File: config.mk
export PLATFORM = sky130hd
export DESIGN_NAME = quad_irq_mux
export DESIGN_NICKNAME = d
export VERILOG_FILES = /design/src/rtl/qim_pkg.sv /design/src/rtl/qim_decode.sv /design/src/rtl/qim_datapath.sv /design/src/rtl/quad_irq_mux.sv
export SDC_FILE = /design/constraint.sdc
export NUM_CORES = 1
export LEC_CHECK = 0
export ABC_AREA = 1
export BUFFER_PORTS_ARGS = -buffer_cell sky130_fd_sc_hd__clkbuf_2
export CAP_MARGIN = 10
export CORE_MARGIN = 5
export CORE_UTILIZATION = 38
export DETAILED_ROUTE_END_ITERATION = 10
export PLACE_DENSITY = 0.88
export SYNTH_ARGS = -nofsm -noshare
export SYNTH_HDL_FRONTEND = slang
export SYNTH_SLANG_ARGS = --single-unit
export TNS_END_PERCENT = 100
File: constraint.sdc
create_clock -name clk -period 1.4 [get_ports clk]
set_input_delay 0.21 -clock clk [delete_from_list [all_inputs] [get_ports clk]]
set_output_delay 0.21 -clock clk [all_outputs]
set_load 0.01 [all_outputs]
File: src/rtl/qim_pkg.sv
package qim_pkg;
  localparam int QM_NUM_CH   = 4;
  localparam int QM_DATA_W   = 8;
  localparam int QM_REG_SPAN = 8;
  localparam int QM_CH_W     = $clog2(QM_NUM_CH);

  typedef struct packed {
    logic               ctrlWr;
    logic               ctrlRd;
    logic               uartRd;
    logic [QM_CH_W-1:0] chanIdx;
  } qim_strobe_t;
endpackage

File: src/rtl/qim_decode.sv
module qim_decode
  import qim_pkg::*;
#(
  parameter int NUM_CH   = QM_NUM_CH,
  parameter int REG_SPAN = QM_REG_SPAN,
  localparam int OFFS_W  = $clog2(REG_SPAN),
  localparam int CH_W    = $clog2(NUM_CH),
  localparam int ADDR_W  = OFFS_W + CH_W
) (
  input  logic [ADDR_W-1:0] busAddr,
  input  logic              busWrEn,
  input  logic              busRdEn,
  output qim_strobe_t       strb,
  output logic [NUM_CH-1:0] uartSel,
  output logic [OFFS_W-1:0] uartOffs,
  output logic              uartWrEn,
  output logic              uartRdEn
);
  // control slot: scratch offset (last in span) of channel 0
  localparam logic [ADDR_W-1:0] CTRL_ADDR = ADDR_W'(REG_SPAN - 1);

  logic ctrlHit;
  logic uartHit;
  logic [CH_W-1:0] chanIdx;

  assign ctrlHit = (busAddr == CTRL_ADDR);
  assign uartHit = (busWrEn | busRdEn) & ~ctrlHit;
  assign chanIdx = busAddr[ADDR_W-1:OFFS_W];

  always_comb begin
    strb         = '0;
    strb.ctrlWr  = busWrEn & ctrlHit;
    strb.ctrlRd  = busRdEn & ctrlHit;
    strb.uartRd  = busRdEn & ~ctrlHit;
    strb.chanIdx = chanIdx;
  end

  generate
    for (genvar n = 0; n < NUM_CH; n++) begin : g_sel
      assign uartSel[n] = uartHit && (chanIdx == CH_W'(n));
    end
  endgenerate

  assign uartOffs = busAddr[OFFS_W-1:0];
  assign uartWrEn = busWrEn & ~ctrlHit;
  assign uartRdEn = busRdEn & ~ctrlHit;
endmodule

File: src/rtl/qim_datapath.sv
module qim_datapath
  import qim_pkg::*;
#(
  parameter int NUM_CH = QM_NUM_CH,
  parameter int DATA_W = QM_DATA_W
) (
  input  logic                     clk,
  input  logic                     rstN,
  input  qim_strobe_t              strb,
  input  logic [NUM_CH-1:0]        wrMask,
  input  logic [NUM_CH-1:0]        uartIrq,
  input  logic [NUM_CH*DATA_W-1:0] uartRdData,
  output logic [DATA_W-1:0]        busRdData,
  output logic                     irqOut
);
  // enable mask: deliberately no reset, power-up value is arbitrary
  logic [NUM_CH-1:0] maskReg;
  logic [NUM_CH-1:0] pendBits;
  logic [DATA_W-1:0] ctrlWord;
  logic [DATA_W-1:0] chanByte [NUM_CH];
  logic [DATA_W-1:0] rdDataQ;
  logic              irqQ;

  always_ff @(posedge clk) begin
    if (strb.ctrlWr) maskReg <= wrMask;
  end

  assign pendBits = uartIrq & maskReg;

  generate
    if (DATA_W > NUM_CH) begin : g_pad
      assign ctrlWord = {{(DATA_W - NUM_CH){1'b1}}, pendBits};
    end else begin : g_nopad
      assign ctrlWord = pendBits[DATA_W-1:0];
    end
    for (genvar n = 0; n < NUM_CH; n++) begin : g_byte
      assign chanByte[n] = uartRdData[n*DATA_W +: DATA_W];
    end
  endgenerate

  always_ff @(posedge clk) begin
    if (!rstN) begin
      rdDataQ <= '0;
      irqQ    <= 1'b0;
    end else begin
      irqQ <= |pendBits;
      if (strb.ctrlRd)      rdDataQ <= ctrlWord;
      else if (strb.uartRd) rdDataQ <= chanByte[strb.chanIdx];
    end
  end

  assign busRdData = rdDataQ;
  assign irqOut    = irqQ;
endmodule

File: src/rtl/quad_irq_mux.sv
module quad_irq_mux
  import qim_pkg::*;
#(
  parameter int NUM_CH   = QM_NUM_CH,
  parameter int DATA_W   = QM_DATA_W,
  parameter int REG_SPAN = QM_REG_SPAN,
  localparam int OFFS_W  = $clog2(REG_SPAN),
  localparam int ADDR_W  = OFFS_W + $clog2(NUM_CH)
) (
  input  logic                     clk,
  input  logic                     rstN,
  input  logic [ADDR_W-1:0]        busAddr,
  input  logic                     busWrEn,
  input  logic                     busRdEn,
  input  logic [DATA_W-1:0]        busWrData,
  output logic [DATA_W-1:0]        busRdData,
  input  logic [NUM_CH-1:0]        uartIrq,
  input  logic [NUM_CH*DATA_W-1:0] uartRdData,
  output logic [NUM_CH-1:0]        uartSel,
  output logic [OFFS_W-1:0]        uartOffs,
  output logic                     uartWrEn,
  output logic                     uartRdEn,
  output logic [DATA_W-1:0]        uartWrData,
  output logic                     irqOut
);
  qim_strobe_t strb;

  qim_decode #(.NUM_CH(NUM_CH), .REG_SPAN(REG_SPAN)) u_decode (
    .busAddr (busAddr),
    .busWrEn (busWrEn),
    .busRdEn (busRdEn),
    .strb    (strb),
    .uartSel (uartSel),
    .uartOffs(uartOffs),
    .uartWrEn(uartWrEn),
    .uartRdEn(uartRdEn)
  );

  qim_datapath #(.NUM_CH(NUM_CH), .DATA_W(DATA_W)) u_datapath (
    .clk       (clk),
    .rstN      (rstN),
    .strb      (strb),
    .wrMask    (busWrData[NUM_CH-1:0]),
    .uartIrq   (uartIrq),
    .uartRdData(uartRdData),
    .busRdData (busRdData),
    .irqOut    (irqOut)
  );

  assign uartWrData = busWrData;
endmodule

==> results.sh <==
export IMPL_timing_rr_end="u_datapath.busRdData[1]"
export IMPL_numCtsBuffers=3
export IMPL_wirelength_um=2502
export IMPL_power_frac_seq_pct=46.0
export IMPL_met1_usage_pct=16.75
export IMPL_whs_endpoint="u_datapath.maskReg[0]"
export IMPL_switching_share_pct=29.26
export IMPL_ys_warn_count=0
export IMPL_cp_top_family="buffers and inverters"
export IMPL_power_share_clock_pct=24.5
export IMPL_ys_seq_elements=13
export IMPL_p_per_area_nw_per_um2=709.6
export IMPL_place_inst=237
export IMPL_nNetsFinal=265
export IMPL_maxSlewViolCount=0
export IMPL_rsz0062_at_grt="no"
export IMPL_ff2ff_path_depth=6
export IMPL_outcome="completed"
export IMPL_fin_area_um2=1271
export IMPL_crit_fanout=12
export IMPL_worst_pin_slew_ns=0.2752
export IMPL_crit_chain="clkbuf_2 -> nor2_4 -> nand2_2 -> inv_2 -> a21oi_2 -> nand2_1 -> inv_1 -> clkbuf_2"
export IMPL_cts_setup_buffers=0
export IMPL_grtUsageMet3_pct=4.968
export IMPL_grtUsageMet2_pct=22.53
export IMPL_firstDrtPassIters=4
export IMPL_multi_input_area_um2=470.5
export IMPL_grt_max_degree=14
export IMPL_clock_latency_ns=0.27
export IMPL_hold_violations=0
export IMPL_grtUsageTotal_pct=13.50
export IMPL_finalCritPeriodShare_pct=90.06
export IMPL_netlist_area_um2=955.9
export IMPL_maxCapViolations=0
export IMPL_clock_path_buffers=2
export IMPL_layout_area_seq_um2=300.3
export IMPL_dieHeight_um=60.16
export IMPL_worst_hold_path_num_cells=1
export IMPL_synth_net_count=202
export IMPL_ys_flop_type="dfxtp_1"
export IMPL_cts_root_buffer="clkbuf_4"
export IMPL_cts_max_level=1
export IMPL_cpMaxStageDelayCell="clkbuf_2"
export IMPL_die_area_um2=3619
export IMPL_power_leakage_nw=0.7688
export IMPL_synth_edff_count=4
export IMPL_tns_ns=0
export IMPL_cts_tree="built"
export IMPL_setup_viol=0
export IMPL_period_minus_slack_ns=1.261
export IMPL_r2r_setup_slack_ns=0.48
export IMPL_grt_overflow=0
export IMPL_placed_area_um2=1245
export IMPL_min_path_type="in2reg"
export IMPL_wl_per_cell_um=10.38
export IMPL_fill_cells=281
export IMPL_cp_common_cell="clkbuf_2"
export IMPL_avgViaCountPerCell=4.598
export IMPL_num_vias=1108
export IMPL_timing_rr_start="u_datapath.maskReg[1]"
export IMPL_comb_power_share_pct=29.5
export IMPL_arrival_ns=1.05
export IMPL_drive_gt1_share_pct=44.08
export IMPL_drtAntennaViolNets=0
export IMPL_synth_cell_type_count=17
export IMPL_gp_congestion=0.8066
export IMPL_fmaxAchievable_ghz=0.7931
export IMPL_drc=0
export IMPL_cts_resized=0
export IMPL_synthCells=149
export IMPL_syn2layout_area_growth_pct=32.98
export IMPL_io_pins=79
export IMPL_worstSetupPathType="in2out"
export IMPL_ir_drop_mv=0.4510
export IMPL_fin_worst_skew_ns=0.002658
export IMPL_end_kind="output port"
export IMPL_die_w_um=60.16
export IMPL_start_util_pct=39.30
export IMPL_cp_buffers_inverters=4
export IMPL_hold_buffers=0
export IMPL_hp_start="busWrData[0]"
export IMPL_start_kind="input port"
export IMPL_grt_pass1_vias=953
export IMPL_slew_headroom_pct=81.65
export IMPL_cts_reportedPaths_clkPinSlew_ns=0.07
export IMPL_fin_cells=241
export IMPL_core_area_um2=2432
export IMPL_max_stage_delay_ns=0.25
export IMPL_synthArstFlopShare_pct=0
export IMPL_grt_pass1_wl_um=3808
export IMPL_avgSynthCellArea_um2=6.416
export IMPL_antenna_found_initial=0
export IMPL_antenna_cells=0
export IMPL_fp_row_count=18
export IMPL_drtIter0Drc=83
export IMPL_busiest_layer="met2"
export IMPL_switching_power_mw=0.2640
export IMPL_power_internal_mw=0.6381
export IMPL_critPathRequiredTime_ns=1.19
export IMPL_dp_hpwl_um=2207
export IMPL_io_buffers=70
export IMPL_clock_sinks=13
export IMPL_yosysSeqAreaShare_pct=31.41
metrics by stage:
stage	hold WS, ns	setup WS, ns	util [%]	power, mW
3_5_place_dp	0.4070	0.1227	51.18	0.6933
3_3_place_gp	0.4029	0.1517	51.18	0.6891
6_report	0.1320	0.1392	52.26	0.9021
4_1_cts	0.1237	0.1242	52.26	0.9176
2_1_floorplan	0.3089	0.3482	-	0.5938
5_1_grt	0.1111	0.01708	52.26	0.9716
power groups by stage:
stage | logic [mW] | registers, mW | clock network, mW
after global placement | 0.266 | 0.423 | 0
final | 0.266 | 0.415 | 0.221
after detailed placement | 0.269 | 0.424 | 0
after floorplan | 0.160 | 0.433 | 0
after CTS | 0.270 | 0.415 | 0.232
after global routing | 0.303 | 0.417 | 0.251
logic make-up (layout without fill, tap and decap cells):
| family | after synthesis | count (layout) | share of synthesized area (%) |
|---|---|---|---|
| AOI/OAI and AO/OA | 6 | 6 | 3.927 |
| and+or+nand+nor | 98 | 98 | 45.29 |
| DFF | 13 | 13 | 31.41 |
| buffers and inverters | 32 | 94 | 19.37 |
area by class of cell:
class                           instances  area share (%)
Sequential cell                        13           23.62
Tap cell                               30           2.953
Clock buffer                            4           2.067
Inverter                               17           5.020
Multi-Input combinational cell        104           37.01
Timing Repair Buffer                   73           29.33
placed cells by master, fill, tap and decap left out:
cell type / count
a21oi_2: 1
nand4_1: 8
nand2_2: 4
buf_4: 3
inv_1: 11
nand3_1: 12
clkbuf_2: 69
o21ai_0: 4
nand2_1: 44
nor2_4: 1
nor2_1: 24
a41oi_1: 1
nor2_2: 5
inv_2: 6
buf_2: 1
dfxtp_1: 9
clkbuf_4: 3
edfxtp_1: 4
clkbuf_1: 1
worst max path at each step:
stage / startpoint / endpoint / slack, ns / cells after the start
final: busAddr[4] / uartSel[2] / 0.14 / 8
after detailed placement: busAddr[3] / uartSel[2] / 0.12 / 8
after global routing: busAddr[4] / uartSel[0] / 0.02 / 8
after floorplan: busAddr[1] / u_datapath.maskReg[0] / 0.35 / 4
after global placement: busAddr[3] / uartSel[3] / 0.15 / 8
after CTS: busAddr[3] / uartSel[2] / 0.12 / 8
metal layers:
metal  wire length (um)  vias to the layer above
li1                   -                      586
met1                964                      482
met2               1229                       40
met3                308                        0
met4                  0                        0
met5                  0                        -
state kept, by name, summed over array words and instances, names as in the netlist:
signal	flops
u_datapath.busRdData	8
u_datapath.irqOut	1
u_datapath.maskReg	4
cells in the mapped netlist (3+ instances only):
| cell type | instances | area share [%] |
|---|---|---|
| o21ai_0 | 4 | 2.1 |
| inv_1 | 11 | 4.3 |
| nand3_1 | 12 | 6.3 |
| nand2_1 | 44 | 17 |
| nand2_2 | 4 | 2.6 |
| nor2_1 | 24 | 9.4 |
| inv_2 | 6 | 2.4 |
| nand4_1 | 8 | 5.2 |
| buf_4 | 11 | 8.6 |
| dfxtp_1 | 9 | 19 |
| nor2_2 | 5 | 3.3 |
| edfxtp_1 | 4 | 13 |
| buf_6 | 3 | 3.5 |
worst reg2reg max path, cell delays in order (launching register included):
cell,delay (ns)
edfxtp_1,0.38
nand2_1,0.12
inv_1,0.05
nand4_1,0.08
nand2_1,0.05
nor2_1,0.10
nor2_1,0.04
Power figures use the tool's default switching activity.
